$ cat config.mk
export PLATFORM = sky130hd
export DESIGN_NAME = dl_pixel_distributor
export DESIGN_NICKNAME = d
export VERILOG_FILES = /design/src/rtl/dl_dist_pkg.sv /design/src/rtl/dl_phase_tracker.sv /design/src/rtl/dl_pair_hold.sv /design/src/rtl/dl_lane_mux.sv /design/src/rtl/dl_pixel_distributor.sv
export SDC_FILE = /design/constraint.sdc
export NUM_CORES = 1
export LEC_CHECK = 0
export BUFFER_PORTS_ARGS = -buffer_cell sky130_fd_sc_hd__buf_4
export CAP_MARGIN = 40
export CELL_PAD_IN_SITES_DETAIL_PLACEMENT = 1
export CELL_PAD_IN_SITES_GLOBAL_PLACEMENT = 2
export CORE_MARGIN = 2
export CORE_UTILIZATION = 29
export DETAILED_ROUTE_END_ITERATION = 10
export PLACE_DENSITY_LB_ADDON = 0.1
export SETUP_SLACK_MARGIN = 0.02
export SLEW_MARGIN = 30
export SYNTH_ARGS = -nofsm -noshare
export SYNTH_HDL_FRONTEND = slang
export SYNTH_SLANG_ARGS = --single-unit
$ cat constraint.sdc
create_clock -name clk -period 1.72 [get_ports clk]
set_input_delay 0.086 -clock clk [delete_from_list [all_inputs] [get_ports clk]]
set_output_delay 0.086 -clock clk [all_outputs]
set_load 0.02 [all_outputs]
$ cat src/rtl/dl_dist_pkg.sv
package dl_dist_pkg;

  typedef enum logic [1:0] {
    LM_SINGLE     = 2'b00,
    LM_SPLIT      = 2'b01,
    LM_DEEP       = 2'b10,
    LM_SINGLE_ALT = 2'b11
  } link_mode_e;

  typedef struct packed {
    logic hs;
    logic vs;
  } sync_t;

  function automatic logic mode_is_split(input logic [1:0] m);
    return m == LM_SPLIT;
  endfunction

  function automatic logic mode_is_deep(input logic [1:0] m);
    return m == LM_DEEP;
  endfunction

endpackage

$ cat src/rtl/dl_phase_tracker.sv
module dl_phase_tracker (
  input  logic clk,
  input  logic rst_n,
  input  logic is_split,
  input  logic in_de,
  input  logic in_line_start,
  output logic take_odd,
  output logic emit_pair,
  output logic emit_flush,
  output logic emit_blank,
  output logic pend_o
);
  logic pend_q;
  logic blank_ph_q;

  always_comb begin
    take_odd   = is_split && in_de && (!pend_q || in_line_start);
    emit_pair  = is_split && pend_q && in_de && !in_line_start;
    emit_flush = is_split && pend_q && (!in_de || in_line_start);
    emit_blank = is_split && !in_de && !pend_q && blank_ph_q;
  end

  always_ff @(posedge clk) begin
    if (!rst_n) begin
      pend_q     <= 1'b0;
      blank_ph_q <= 1'b0;
    end else begin
      pend_q     <= take_odd;
      blank_ph_q <= (is_split && !in_de && !pend_q) ? !blank_ph_q : 1'b0;
    end
  end

  assign pend_o = pend_q;

  // at most one kind of lane update per cycle
  a_r5_single_event: assert property (@(posedge clk) disable iff (!rst_n)
    $onehot0({emit_pair, emit_flush, emit_blank}));

  // blanking updates never come back to back
  a_r8_blank_spacing: assert property (@(posedge clk) disable iff (!rst_n)
    emit_blank |=> !emit_blank);

endmodule

$ cat src/rtl/dl_pair_hold.sv
module dl_pair_hold #(
  parameter int LANE_W = 24
) (
  input  logic                clk,
  input  logic                rst_n,
  input  logic                load,
  input  logic [LANE_W-1:0]   pix_i,
  input  dl_dist_pkg::sync_t  sync_i,
  output logic [LANE_W-1:0]   pix_o,
  output dl_dist_pkg::sync_t  sync_o
);
  always_ff @(posedge clk) begin
    if (!rst_n) begin
      pix_o  <= '0;
      sync_o <= '0;
    end else if (load) begin
      pix_o  <= pix_i;
      sync_o <= sync_i;
    end
  end
endmodule

$ cat src/rtl/dl_lane_mux.sv
module dl_lane_mux #(
  parameter int LANE_W = 24,
  localparam int IN_W = 2 * LANE_W
) (
  input  logic                clk,
  input  logic                rst_n,
  input  logic                is_split,
  input  logic                is_deep,
  input  logic [IN_W-1:0]     in_pix,
  input  logic                in_de,
  input  dl_dist_pkg::sync_t  cur_sync,
  input  logic [LANE_W-1:0]   hold_pix,
  input  dl_dist_pkg::sync_t  hold_sync,
  input  logic                emit_pair,
  input  logic                emit_flush,
  input  logic                emit_blank,
  output logic                tick_o,
  output logic [LANE_W-1:0]   l0_pix_o,
  output logic                l0_de_o,
  output dl_dist_pkg::sync_t  l0_sync_o,
  output logic [LANE_W-1:0]   l1_pix_o,
  output logic                l1_de_o,
  output dl_dist_pkg::sync_t  l1_sync_o
);
  import dl_dist_pkg::*;

  function automatic logic [LANE_W-1:0] low_half(input logic [IN_W-1:0] p);
    return p[LANE_W-1:0];
  endfunction

  function automatic logic [LANE_W-1:0] high_half(input logic [IN_W-1:0] p);
    return p[IN_W-1:LANE_W];
  endfunction

  function automatic logic [LANE_W-1:0] gate_word(input logic [LANE_W-1:0] w,
                                                  input logic de);
    return de ? w : '0;
  endfunction

  logic              fire;
  logic [LANE_W-1:0] n0_pix, n1_pix;
  logic              n0_de, n1_de;
  sync_t             n0_sync, n1_sync;

  always_comb begin
    fire    = 1'b1;
    n0_pix  = gate_word(low_half(in_pix), in_de);
    n0_de   = in_de;
    n0_sync = cur_sync;
    n1_pix  = '0;
    n1_de   = 1'b0;
    n1_sync = '0;
    if (is_deep) begin
      n1_pix  = gate_word(high_half(in_pix), in_de);
      n1_de   = in_de;
      n1_sync = cur_sync;
    end else if (is_split) begin
      fire = emit_pair || emit_flush || emit_blank;
      if (emit_pair) begin
        n0_pix  = hold_pix;
        n0_de   = 1'b1;
        n0_sync = hold_sync;
        n1_pix  = low_half(in_pix);
        n1_de   = 1'b1;
        n1_sync = hold_sync;
      end else if (emit_flush) begin
        n0_pix  = hold_pix;
        n0_de   = 1'b1;
        n0_sync = hold_sync;
        n1_sync = hold_sync;
      end else begin
        n0_pix  = '0;
        n0_de   = 1'b0;
        n1_sync = cur_sync;
      end
    end
  end

  always_ff @(posedge clk) begin
    if (!rst_n) begin
      tick_o    <= 1'b0;
      l0_pix_o  <= '0;
      l0_de_o   <= 1'b0;
      l0_sync_o <= '0;
      l1_pix_o  <= '0;
      l1_de_o   <= 1'b0;
      l1_sync_o <= '0;
    end else begin
      tick_o <= fire;
      if (fire) begin
        l0_pix_o  <= n0_pix;
        l0_de_o   <= n0_de;
        l0_sync_o <= n0_sync;
        l1_pix_o  <= n1_pix;
        l1_de_o   <= n1_de;
        l1_sync_o <= n1_sync;
      end
    end
  end

  // a lane with DE low carries a zero word
  a_r7_blank_words: assert property (@(posedge clk) disable iff (!rst_n)
    (!l0_de_o |-> l0_pix_o == '0) and (!l1_de_o |-> l1_pix_o == '0));

endmodule

$ cat src/rtl/dl_pixel_distributor.sv
module dl_pixel_distributor #(
  parameter int LANE_W = 24,
  localparam int IN_W = 2 * LANE_W
) (
  input  logic              clk,
  input  logic              rst_n,
  input  logic [1:0]        mode_sel,
  input  logic [IN_W-1:0]   in_pix,
  input  logic              in_de,
  input  logic              in_line_start,
  input  logic              in_hsync,
  input  logic              in_vsync,
  output logic              link_tick,
  output logic [LANE_W-1:0] l0_pix,
  output logic              l0_de,
  output logic              l0_hsync,
  output logic              l0_vsync,
  output logic [LANE_W-1:0] l1_pix,
  output logic              l1_de,
  output logic              l1_hsync,
  output logic              l1_vsync
);
  import dl_dist_pkg::*;

  logic              is_split, is_deep;
  logic              take_odd, emit_pair, emit_flush, emit_blank, pend;
  logic [LANE_W-1:0] hold_pix;
  sync_t             hold_sync, cur_sync, l0_sync, l1_sync;

  assign is_split = mode_is_split(mode_sel);
  assign is_deep  = mode_is_deep(mode_sel);
  assign cur_sync = '{hs: in_hsync, vs: in_vsync};

  dl_phase_tracker phase_i (
    .clk           (clk),
    .rst_n         (rst_n),
    .is_split      (is_split),
    .in_de         (in_de),
    .in_line_start (in_line_start),
    .take_odd      (take_odd),
    .emit_pair     (emit_pair),
    .emit_flush    (emit_flush),
    .emit_blank    (emit_blank),
    .pend_o        (pend)
  );

  dl_pair_hold #(.LANE_W(LANE_W)) hold_i (
    .clk    (clk),
    .rst_n  (rst_n),
    .load   (take_odd),
    .pix_i  (in_pix[LANE_W-1:0]),
    .sync_i (cur_sync),
    .pix_o  (hold_pix),
    .sync_o (hold_sync)
  );

  dl_lane_mux #(.LANE_W(LANE_W)) mux_i (
    .clk        (clk),
    .rst_n      (rst_n),
    .is_split   (is_split),
    .is_deep    (is_deep),
    .in_pix     (in_pix),
    .in_de      (in_de),
    .cur_sync   (cur_sync),
    .hold_pix   (hold_pix),
    .hold_sync  (hold_sync),
    .emit_pair  (emit_pair),
    .emit_flush (emit_flush),
    .emit_blank (emit_blank),
    .tick_o     (link_tick),
    .l0_pix_o   (l0_pix),
    .l0_de_o    (l0_de),
    .l0_sync_o  (l0_sync),
    .l1_pix_o   (l1_pix),
    .l1_de_o    (l1_de),
    .l1_sync_o  (l1_sync)
  );

  assign l0_hsync = l0_sync.hs;
  assign l0_vsync = l0_sync.vs;
  assign l1_hsync = l1_sync.hs;
  assign l1_vsync = l1_sync.vs;

  // lane 1 is only active alongside lane 0
  a_r10_l1_needs_l0: assert property (@(posedge clk) disable iff (!rst_n)
    l1_de |-> l0_de);

  // single mode leaves lane 1 idle and updates every cycle
  a_r2_single_idle: assert property (@(posedge clk) disable iff (!rst_n)
    (!is_split && !is_deep) |=> (link_tick && !l1_de && l1_pix == '0));

  // a completed pair drives both lanes in the next cycle
  a_r5_pair_update: assert property (@(posedge clk) disable iff (!rst_n)
    emit_pair |=> (link_tick && l0_de && l1_de));

  // a held odd pixel at the end of a run goes out alone
  a_r6_flush_lone: assert property (@(posedge clk) disable iff (!rst_n)
    (is_split && pend && !in_de) |=> (link_tick && l0_de && !l1_de));

endmodule

* Word-level counts from Yosys, hierarchy flattened *
Cells that the tools add are included.

word-level totals
  register bits = 83
  input bits = 56
  output and inout port bits = 55
  logic and storage cells = 58

cells by class
  eq/ne operators = 2
  mux-type cells = 24
  reduce and logical (&&, ||, !) cells = 18

operators with widths
  cell                                                  count
  2-to-1 mux 24 bit                                     9
  2-to-1 mux 2 bit                                      6
  logical AND 1 bit                                     9
  2-to-1 mux 1 bit                                      9
  zero test 1 bit                                       4
  logical OR 1 bit                                      4
  equality test 2 x 1 -> 1 bit (second input constant)  1
  equality test 2 bit (second input constant)           1
  AND reduction 2 bit                                   1

* Depth between registers and ports, before layout *
Gate-level depths: netlist of run 1.

  depth in word-level cells = 8
  gate-level depth with buffers = 6
  gate-level depth less buffers = 3

* By module *
A second synthesis of run 1 with hierarchy kept.

second synthesis, totals
  cell total of the unflattened synthesis = 395
  area total of the unflattened synthesis = 3737.3 µm²

modules (own cells, without submodules)
  module                times used  cells each  area each (µm²)
  dl_lane_mux           1           297         2612.5
  dl_pair_hold          1           83          1002.2
  dl_phase_tracker      1           13          107.6
  dl_pixel_distributor  1           2           15.0

* Worst setup path after synthesis of run 1 *
OpenSTA, ideal clock, no wires.

  path kind = register to register
  start = register phase_i.pend_q (netlist: phase_i.pend_o)
  end = register mux_i.l1_pix_o[18]
  setup time = 137 ps
  arrival = 1126 ps
  data required time = 1583 ps
  slack = 457 ps
  stages on the path, launching flop included = 5
  buffers on the path = 1
  period minus slack after synthesis = 1263 ps
  cell sequence = dfxtp_1 -> or3b_4 -> buf_6 -> o31ai_1 -> a31oi_1

between the ends
  word-level cells in the longest chain between the ends = 7
  elaborated cells between the ends (all ways) = 14
  classes of those cells = 5 x mux; 9 x reduce/logical

ends and longest elaborated chain
  element                          line                                            RTL
  start, declared                  dl_phase_tracker.sv:13                          logic pend_q;
  start signal, assigned           dl_phase_tracker.sv:28                          pend_q <= take_odd;
  logical AND 1 bit                dl_phase_tracker.sv:18, dl_phase_tracker.sv:19
  logical AND 1 bit (2 in series)  dl_phase_tracker.sv:18                          emit_pair = is_split && pend_q && in_de && !in_line_start;
  logical OR 1 bit (2 in series)   dl_lane_mux.sv:58                               fire = emit_pair || emit_flush || emit_blank;
  2-to-1 mux 1 bit                 dl_lane_mux.sv:57                               end else if (is_split) begin
  2-to-1 mux 1 bit                 dl_lane_mux.sv:53                               if (is_deep) begin
  end signal, assigned             dl_lane_mux.sv:94                               l1_pix_o <= n1_pix;
  end, declared                    dl_lane_mux.sv:21                               output logic [LANE_W-1:0] l1_pix_o,

Parallel ways exist; a longest one is shown, timed or not.
A chain may end at the register's enable or synchronous reset.

* Final worst setup path of run 1 *
  start = register phase_i.pend_q (netlist: phase_i.pend_o)
  end = register mux_i.l1_pix_o[21]

Same word-level chain as after synthesis.

==> impl_metrics.tcl, run 1 <==
set metrics [dict create \
    die_w_um 120 \
    period_minus_slack_ns 1.50 \
    rsz0062_at_grt "no" \
    nets 615 \
    numCtsBuffers 9 \
    gr-usage-all-layers_pct 20.7 \
    cts_tree "built" \
    start_util_pct 29.5 \
    outcome "finished clean" \
    port-buffer-count 110 \
    worst_setup_path_end_kind "register" \
    min_path_type "in2reg" \
    cts_max_level 3 \
    clkPwrFrac_pct 41.9 \
    fp.coreArea_mm2 0.0132 \
    postLayoutSetupSlackWorst_ns 0.218 \
    avgSynthCellArea_um2 8.08 \
    fin_skew_ns 0.00546 \
    placed_cell_area_mm2 0.00487 \
    switching_power_w 0.00127 \
    ys_seq_area_share_pct 42.7 \
    min_to "hold_i.pix_o[0]$_SDFFE_PN0P_" \
    synthArstFlopShare_pct 0 \
    sw_frac_of_total_pct 26.2 \
    path_max_fanout 30 \
    final_layout_size_suffix_gt1_share_pct 27.5 \
    yosysUniqueCellTypes 24 \
    comb_power_share_pct 15.2 \
    synth-main-ff-cell "dfxtp_1" \
    antenna_cells 0 \
    met3_usage_pct 2.95 \
    grt_max_degree 53 \
    met1_usage_pct 25.9 \
    finalSetupViolCount 0 \
    rrSetupSlack_ns 0.22 \
    clkLatencyLatePin_ns 0.34 \
    required_ns 1.93 \
    final-hold-violation-count 0 \
    postRouteAntennaNets 0 \
    post_cts_buffers 0 \
    post-route-util_pct 39.3 \
    cts.reportedPaths.clkPinSlew_ns 0.06 \
    cpMaxStageDelayCell "or3b_4" \
    crit_arrival_ns 1.71 \
    max_slew_margin_pct 68.2 \
    grt_busiest_layer "met2" \
    area.growth.synth_to_final_pct 33.3 \
    synth_edf_count 0 \
    cp_cell_sequence "or3b_4, o31ai_1, a31oi_1" \
    yosys_warnings 0 \
    grt_pass1_vias 4302 \
    critPathKind "reg2reg" \
    worstRegToRegCells 3 \
    cts.path.max_buffers 2 \
    final_cells 740 \
    final_cell_mix "buf_4, nand3_1, dfxtp_1" \
    dp_cells 724 \
    syn_area_mm2 0.00389 \
    finalCritPeriodShare_pct 87.3 \
    via_count 4122 \
    grt.overflow.total 0 \
    synth-seq-cells 83 \
    clockRootBuffer "clkbuf_16" \
    grt_use_met2_pct 35.8 \
    maxSlewViolCount 0 \
    drc_errors 0 \
    antenna_found_initial 0 \
    die_area_mm2 0.0143 \
    tns_ns 0 \
    synth_nets 537 \
    vdd_drop_max_uv 395 \
    p_seq_share_pct 42.9 \
    wirelength_mm 14.5 \
    hpwl_mm 9.64 \
    drt-wirelength-per-cell_um 19.7 \
    regToRegStartpoint "phase_i.pend_o$_SDFF_PN0_" \
    clock_sinks 83 \
    max_freq_mhz 666 \
    p_leak_nw 2.01 \
    crit_path_start_kind "register" \
    boundaryPins 111 \
    gp_congestion 0.753 \
    cts_resized 0 \
    hold_depth 3 \
    fin_area_mm2 0.00518 \
    num_rows 42 \
    power_density_mw_per_mm2 934 \
    regToRegEndpoint "mux_i.l1_pix_o[21]$_SDFFE_PN0P_" \
    synthCells 481 \
    drtIter0Drc 259 \
    final_common_cell "buf_4" \
    pre_cts_ws_ns 0.244 \
    via_per_inst 5.57 \
    max_cap_viol_count 0 \
    hold_path.startpoint "in_pix[0]" \
    p_int_w 0.00357 \
    hold_buffers 0 \
    grt_first_pass_wirelength_mm 23.3 \
    worst_slew_pin_slew_ns 0.477 \
    cpPeakStageDelay_ns 0.60 \
    fp.dieH_um 120 \
    drt_first_pass_iters 4 \
]
## layer usage
layer / share of wire (%) / vias to the layer above
li1: - / 1947
met1: 44 / 2059
met2: 50 / 95
met3: 3.9 / 21
met4: 2.3 / 0
met5: 0 / -
## flip-flops by register name, summed over array words and instances, names as in the netlist
signal              count
hold_i.pix_o           24
mux_i.l0_pix_o         24
mux_i.l1_pix_o         24
hold_i.sync_o           2
mux_i.l0_sync_o         2
mux_i.l1_sync_o         2
mux_i.l0_de_o           1
mux_i.l1_de_o           1
mux_i.tick_o            1
phase_i.blank_ph_q      1
phase_i.pend_o          1
## critical path, delay by kind of cell, from the launching register on
kind / cells / cell delay, ns
AND/OR/NAND/NOR: 1 / 0.60
flip-flops: 1 / 0.39
AO/OA/AOI/OAI: 2 / 0.37
## power groups by stage
stage	registers [W]	clock network (W)	logic, W
6_report	0.00208	0.00203	0.000737
5_1_grt	0.00209	0.00215	0.000805
4_1_cts	0.00208	0.00208	0.000745
3_5_place_dp	0.00212	0	0.000742
3_3_place_gp	0.00212	0	0.000733
2_1_floorplan	0.00219	0	0.000310
## through the flow
step	total power, W	hold slack [ns]
floorplan	0.00250	0.234
global placement	0.00285	0.371
detailed placement	0.00286	0.379
CTS	0.00490	0.0222
global route	0.00504	0.0332
finish	0.00484	0.0308
## final cells by class
class / instances / area, um^2
clock buffer: 12 / 267
clock inverter: 4 / 47.5
fill: 1567 / 8010
inverter: 1 / 3.75
multi-input combinational: 333 / 1950
sequential: 83 / 1660
tap: 176 / 220
timing repair buffer: 131 / 1030
## Yosys cell counts, types with 2 or more instances
| master | instances | area [um^2] |
|---|---|---|
| a21oi_1 | 29 | 145 |
| a311oi_1 | 5 | 43.8 |
| a31oi_1 | 47 | 294 |
| and3b_1 | 25 | 219 |
| buf_1 | 3 | 11.3 |
| buf_2 | 23 | 115 |
| buf_6 | 3 | 33.8 |
| clkbuf_1 | 35 | 131 |
| dfxtp_1 | 83 | 1660 |
| mux2_2 | 2 | 22.5 |
| nand2_1 | 7 | 26.3 |
| nand2b_1 | 5 | 31.3 |
| nand3_1 | 122 | 611 |
| nor2b_1 | 4 | 25.0 |
| nor3_1 | 7 | 35.0 |
| o21ai_0 | 41 | 205 |
| o21ai_1 | 10 | 50.1 |
| o31ai_1 | 24 | 180 |
## worst max path at each step
| stage | cells after the start | end | slack (ns) | from |
|---|---|---|---|---|
| final | 3 | mux_i.l1_pix_o[21]$_SDFFE_PN0P_ | 0.22 | phase_i.pend_o$_SDFF_PN0_ |
| after CTS | 4 | mux_i.l1_pix_o[3]$_SDFFE_PN0P_ | 0.23 | phase_i.pend_o$_SDFF_PN0_ |
| after detailed placement | 4 | mux_i.l1_pix_o[3]$_SDFFE_PN0P_ | 0.24 | phase_i.pend_o$_SDFF_PN0_ |
| after global placement | 3 | mux_i.l1_de_o$_SDFFE_PN0P_ | 0.27 | phase_i.pend_o$_SDFF_PN0_ |
| after global routing | 4 | mux_i.l1_pix_o[3]$_SDFFE_PN0P_ | 0.07 | phase_i.pend_o$_SDFF_PN0_ |
| after floorplan | 4 | mux_i.l1_pix_o[18]$_SDFFE_PN0P_ | 0.46 | phase_i.pend_o$_SDFF_PN0_ |
## cell families (layout without fill, tap and decap cells)
| logic type | Yosys count | in the layout | synth area share, % |
|---|---|---|---|
| multiplexers | 2 | 2 | 0.579 |
| AO/OA/AOI/OAI | 157 | 157 | 23.8 |
| flip-flops | 83 | 83 | 42.7 |
| AND/OR/NAND/NOR | 174 | 174 | 25.3 |
| buffers and inverters | 65 | 148 | 7.60 |
No activity file was read; power rests on OpenSTA's default activity.
==> run 2, diff against run 1 <==
Settings changed: BUFFER_PORTS_ARGS -buffer_cell sky130_fd_sc_hd__buf_4 to not set, CORE_ASPECT_RATIO set to 0.8, CORE_UTILIZATION 29 to 35, DONT_BUFFER_PORTS set to 1, PLACE_DENSITY_LB_ADDON 0.1 to 0.12.
==> run 2 against run 1 <==
Die area is 17% lower. Setup slack got worse by 0.0095 ns. Via count fell by 8.6%. Maximum frequency is 0.63% lower. Cell area fell by 12%. Power down 6.0%. Clock skew decreased by 0.0028 ns. Hold slack worse by 0.012 ns. Non-clock buffer count down 81. Critical path type unchanged. Largest cell class unchanged.
==> impl_metrics.tcl, run 2 (synthesis results as in run 1) <==
set metrics [dict create \
    clkLatencyLatePin_ns 0.34 \
    clockRootBuffer "clkbuf_16" \
    num_rows 34 \
    via_per_inst 6.02 \
    area.growth.synth_to_final_pct 17.6 \
    clock_sinks 83 \
    cts.reportedPaths.clkPinSlew_ns 0.06 \
    drtIter0Drc 228 \
    post-route-util_pct 42.2 \
    critPathKind "reg2reg" \
    cts_tree "built" \
    worst_slew_pin_slew_ns 0.538 \
    hold_buffers 29 \
    max_slew_margin_pct 64.0 \
    top_regs "hold_i.pix_o (24), mux_i.l0_pix_o (24), mux_i.l1_pix_o (24)" \
    final_cell_mix "nand3_1, dfxtp_1, a31oi_1" \
    numCtsBuffers 9 \
    path_max_fanout 16 \
    fin_area_mm2 0.00457 \
    wirelength_mm 13.9 \
    cp_cell_sequence "nor2b_4, buf_4, nand3_1, a31oi_1" \
    final_common_cell "nand3_1" \
    fin_skew_ns 0.00261 \
    max_cap_viol_count 0 \
    worst_setup_path_end_kind "register" \
    cts.path.max_buffers 2 \
    die_area_mm2 0.0120 \
    antenna_cells 0 \
    grt_first_pass_wirelength_mm 21.8 \
    postRouteAntennaNets 0 \
    hold_path.startpoint "mode_sel[0]" \
    p_leak_nw 1.56 \
    required_ns 1.98 \
    regToRegEndpoint "mux_i.l1_pix_o[23]$_SDFFE_PN0P_" \
    tns_ns 0 \
    crit_arrival_ns 1.77 \
    grt.overflow.total 0 \
    gp_congestion 0.774 \
    regToRegStartpoint "phase_i.pend_o$_SDFF_PN0_" \
    die_w_um 122 \
    vdd_drop_max_uv 567 \
    crit_path_start_kind "register" \
    cpMaxStageDelayCell "dfxtp_1" \
    power_w 0.00455 \
    start_util_pct 35.8 \
    antenna_found_initial 0 \
    nets 534 \
    outcome "finished clean" \
    post_cts_buffers 0 \
    via_count 3767 \
    worstRegToRegCells 4 \
    hpwl_mm 8.63 \
    cts_resized 0 \
    min_path_type "in2reg" \
    boundaryPins 111 \
    drt_first_pass_iters 4 \
    fp.dieH_um 98.3 \
    cpPeakStageDelay_ns 0.46 \
    final-hold-violation-count 0 \
    final_layout_size_suffix_gt1_share_pct 9.54 \
    drc_errors 0 \
    drt-wirelength-per-cell_um 22.1 \
    grt_max_degree 53 \
    maxSlewViolCount 0 \
    grt_pass1_vias 3970 \
    min_to "mux_i.l1_sync_o[0]$_SDFFE_PN0P_" \
    finalCritPeriodShare_pct 87.9 \
    fp.coreArea_mm2 0.0108 \
    cts_max_level 3 \
    period_minus_slack_ns 1.51 \
    placed_cell_area_mm2 0.00398 \
    power_density_mw_per_mm2 995 \
    rrSetupSlack_ns 0.21 \
    max_freq_mhz 662 \
    hold_depth 3 \
    finalSetupViolCount 0 \
    gr-usage-all-layers_pct 23.2 \
    rsz0062_at_grt "no" \
    port-buffer-count 0 \
]
==> run 2: cell types whose count changed in the layout (fill, tap and decap cells not counted) <==
cell | previous run | this run
buf_12 | 4 | 3
buf_2 | 0 | 1
buf_4 | 127 | 19
bufinv_16 | 1 | 0
clkbuf_8 | 3 | 5
clkinv_2 | 2 | 1
clkinvlp_4 | 1 | 0
dlygate4sd3_1 | 0 | 27
==> run 2: worst max-delay path by stage <==
stage	endpoint	start	slack (ns)
global route	mux_i.l1_pix_o[2]$_SDFFE_PN0P_	phase_i.pend_o$_SDFF_PN0_	0.13
floorplan	mux_i.l1_pix_o[18]$_SDFFE_PN0P_	phase_i.pend_o$_SDFF_PN0_	0.46
CTS	mux_i.l1_pix_o[23]$_SDFFE_PN0P_	phase_i.pend_o$_SDFF_PN0_	0.21
detailed placement	mux_i.l1_pix_o[23]$_SDFFE_PN0P_	phase_i.pend_o$_SDFF_PN0_	0.26
finish	mux_i.l1_pix_o[23]$_SDFFE_PN0P_	phase_i.pend_o$_SDFF_PN0_	0.21
global placement	mux_i.l1_pix_o[23]$_SDFFE_PN0P_	phase_i.pend_o$_SDFF_PN0_	0.28
==> run 2: report_power, final <==
part	switching (W)	leakage (nW)	internal [W]
Combinational	0.000275	0.734	0.000190
Sequential	0.000154	0.680	0.00202
Clock	0.000748	0.151	0.00117
==> run 2: per-stage QoR <==
step / hold slack (ns) / setup WS, ns / std cells
floorplan: 0.234 / 0.457 / 481
global placement: 0.172 / 0.277 / 582
detailed placement: 0.178 / 0.256 / 582
CTS: 0.00331 / 0.206 / 626
global route: 0.0515 / 0.131 / 626
finish: 0.0192 / 0.209 / 626
==> run 2: area by class of cell <==
| cell class | instances | area, um^2 |
|---|---|---|
| Inverter | 1 | 3.75 |
| Multi-Input combinational cell | 333 | 1950 |
| Fill cell | 1291 | 6270 |
| Clock inverter | 1 | 5.00 |
| Clock buffer | 14 | 294 |
| Sequential cell | 83 | 1660 |
| Timing Repair Buffer | 50 | 478 |
| Tap cell | 144 | 180 |
==> run 2: per-layer routing <==
layer | global-route usage [%] | vias up | wire (um)
met2 | 39.4 | 115 | 6650
li1 | - | 1789 | -
met5 | 0 | - | 0
met4 | 6.54 | 0 | 251
met3 | 5.96 | 19 | 849
met1 | 29.2 | 1844 | 6110
==> run 2: worst max-delay path, delay by kind of cell, from the launching register on <==
kind | cells | cell delay [ns]
flops | 1 | 0.46
buf+inv | 1 | 0.26
compound gates | 1 | 0.20
simple gates | 2 | 0.51
==> run 3, diff against run 2 <==
Clock period 1.72 ns to 1.7 ns, I/O delays scaled along.
==> run 3 against run 2 <==
Non-clock buffer count fell by 2. Final cell count fell by 0.16%. Flip-flop and latch count did not move. Die area did not move. Critical endpoint is now mux_i.l1_pix_o[19]$_SDFFE_PN0P_. Utilization rose by 0.058 points. Setup slack improved by 0.0058 ns. Register-to-register slack barely moved. Sequential power barely moved. First-iteration DRC count rose by 25%.
==> impl_metrics.tcl, run 3 (synthesis results as in run 1) <==
set metrics [dict create \
    final_cell_mix "nand3_1, dfxtp_1, a31oi_1" \
    worst_setup_path_end_kind "register" \
    post_cts_buffers 0 \
    drc_errors 0 \
    finalSetupViolCount 0 \
    rrSetupSlack_ns 0.21 \
    gp_congestion 0.777 \
    antenna_found_initial 0 \
    p_leak_nw 1.55 \
    regToRegStartpoint "phase_i.pend_o$_SDFF_PN0_" \
    vdd_drop_max_uv 521 \
    final-hold-violation-count 0 \
    fin_area_mm2 0.00458 \
    numCtsBuffers 9 \
    final_common_cell "nand3_1" \
    worst_slew_pin_slew_ns 0.504 \
    boundaryPins 111 \
    grt_first_pass_wirelength_mm 21.6 \
    final_layout_size_suffix_gt1_share_pct 9.15 \
    worstRegToRegCells 3 \
    rsz0062_at_grt "no" \
    cts.reportedPaths.clkPinSlew_ns 0.06 \
    cts_max_level 3 \
    final_cells 625 \
    die_w_um 122 \
    start_util_pct 35.8 \
    hpwl_mm 8.46 \
    critPathCapture "mux_i.l1_pix_o[19]$_SDFFE_PN0P_" \
    via_count 3762 \
    port-buffer-count 0 \
    crit_arrival_ns 1.70 \
    seq_area_mm2 0.00166 \
    clockRootBuffer "clkbuf_16" \
    antenna_cells 0 \
    required_ns 1.92 \
    regToRegEndpoint "mux_i.l1_pix_o[19]$_SDFFE_PN0P_" \
    fin_skew_ns 0.00546 \
    critPathKind "reg2reg" \
    critical_path.startpoint "phase_i.pend_o$_SDFF_PN0_" \
    met1_usage_pct 30.3 \
    fin_hold_ws_ns 0.000524 \
    gr-usage-all-layers_pct 23.2 \
    grt_max_degree 53 \
    die_area_mm2 0.0120 \
    grt_busiest_layer "met2" \
    power_density_mw_per_mm2 1010 \
    nFillCells 1277 \
    nets 532 \
    grt.overflow.total 0 \
    cts_resized 0 \
    top_regs "hold_i.pix_o (24), mux_i.l0_pix_o (24), mux_i.l1_pix_o (24)" \
    cts_tree "built" \
    drtIter0Drc 285 \
    power_w 0.00464 \
    drt_first_pass_iters 4 \
    placed_cell_area_mm2 0.00399 \
    hold_buffers 29 \
    grt_pass1_vias 3903 \
    area.growth.synth_to_final_pct 17.8 \
    min_path_type "in2reg" \
    num_rows 34 \
    clock_sinks 83 \
    max_slew_margin_pct 66.4 \
    maxSlewViolCount 0 \
    crit_path_start_kind "register" \
    met3_usage_pct 6.48 \
    max_freq_mhz 673 \
    outcome "finished clean" \
    wirelength_mm 13.7 \
    cts.path.max_buffers 2 \
    tns_ns 0 \
    path_max_fanout 30 \
    drt-wirelength-per-cell_um 21.9 \
    finalCritPeriodShare_pct 87.4 \
    postRouteAntennaNets 0 \
    multiInputGateArea_mm2 0.00195 \
    grt_use_met2_pct 37.6 \
    fp.coreArea_mm2 0.0108 \
    period_minus_slack_ns 1.49 \
    dp_cells 580 \
    fp.dieH_um 98.3 \
    clkLatencyLatePin_ns 0.35 \
    via_per_inst 6.02 \
    max_cap_viol_count 0 \
]
run 3: per-stage QoR:
stage | setup slack (ns) | util, %
2_1_floorplan | 0.437 | -
3_3_place_gp | 0.290 | 36.8
3_5_place_dp | 0.230 | 36.8
4_1_cts | 0.208 | 42.3
5_1_grt | 0.0926 | 42.2
6_report | 0.214 | 42.2
run 3: final cells by class:
type,instances,share of cell area [%]
Clock buffer,11,5.30
Sequential cell,83,36.3
Tap cell,144,3.93
Inverter,1,0.0820
Timing Repair Buffer,48,10.7
Clock inverter,5,1.15
Multi-Input combinational cell,333,42.6
run 3: where the power goes:
group / total, W / internal (W) / switching [W]
registers: 0.00220 / 0.00204 / 0.000155
logic: 0.000470 / 0.000194 / 0.000276
clock network: 0.00197 / 0.00117 / 0.000804
total: 0.00464 / 0.00341 / 0.00124
run 3: worst min path at each step:
stage / cells past startpoint / end / start / slack, ns
6_report: 2 / mux_i.l1_pix_o[23]$_SDFFE_PN0P_ / in_pix[23] / 0.0005
3_5_place_dp: 1 / phase_i.blank_ph_q$_SDFF_PN0_ / in_de / 0.18
2_1_floorplan: 2 / hold_i.pix_o[0]$_SDFFE_PN0P_ / in_pix[0] / 0.23
3_3_place_gp: 1 / phase_i.blank_ph_q$_SDFF_PN0_ / in_de / 0.17
5_1_grt: 2 / mux_i.l1_pix_o[23]$_SDFFE_PN0P_ / in_pix[23] / 0.01
4_1_cts: 2 / mux_i.l1_pix_o[23]$_SDFFE_PN0P_ / in_pix[23] / 0.004
run 3: critical path, cell delays in order, from the launching register on:
cell     delay (ns)
dfxtp_1        0.37
or3b_4         0.60
o31ai_1        0.32
a31oi_1        0.07
run 3: routing by layer:
layer | wire, um | share of wire [%]
met5 | 0 | 0
met1 | 6210 | 45
met2 | 6550 | 48
met3 | 762 | 5.6
met4 | 140 | 1.0
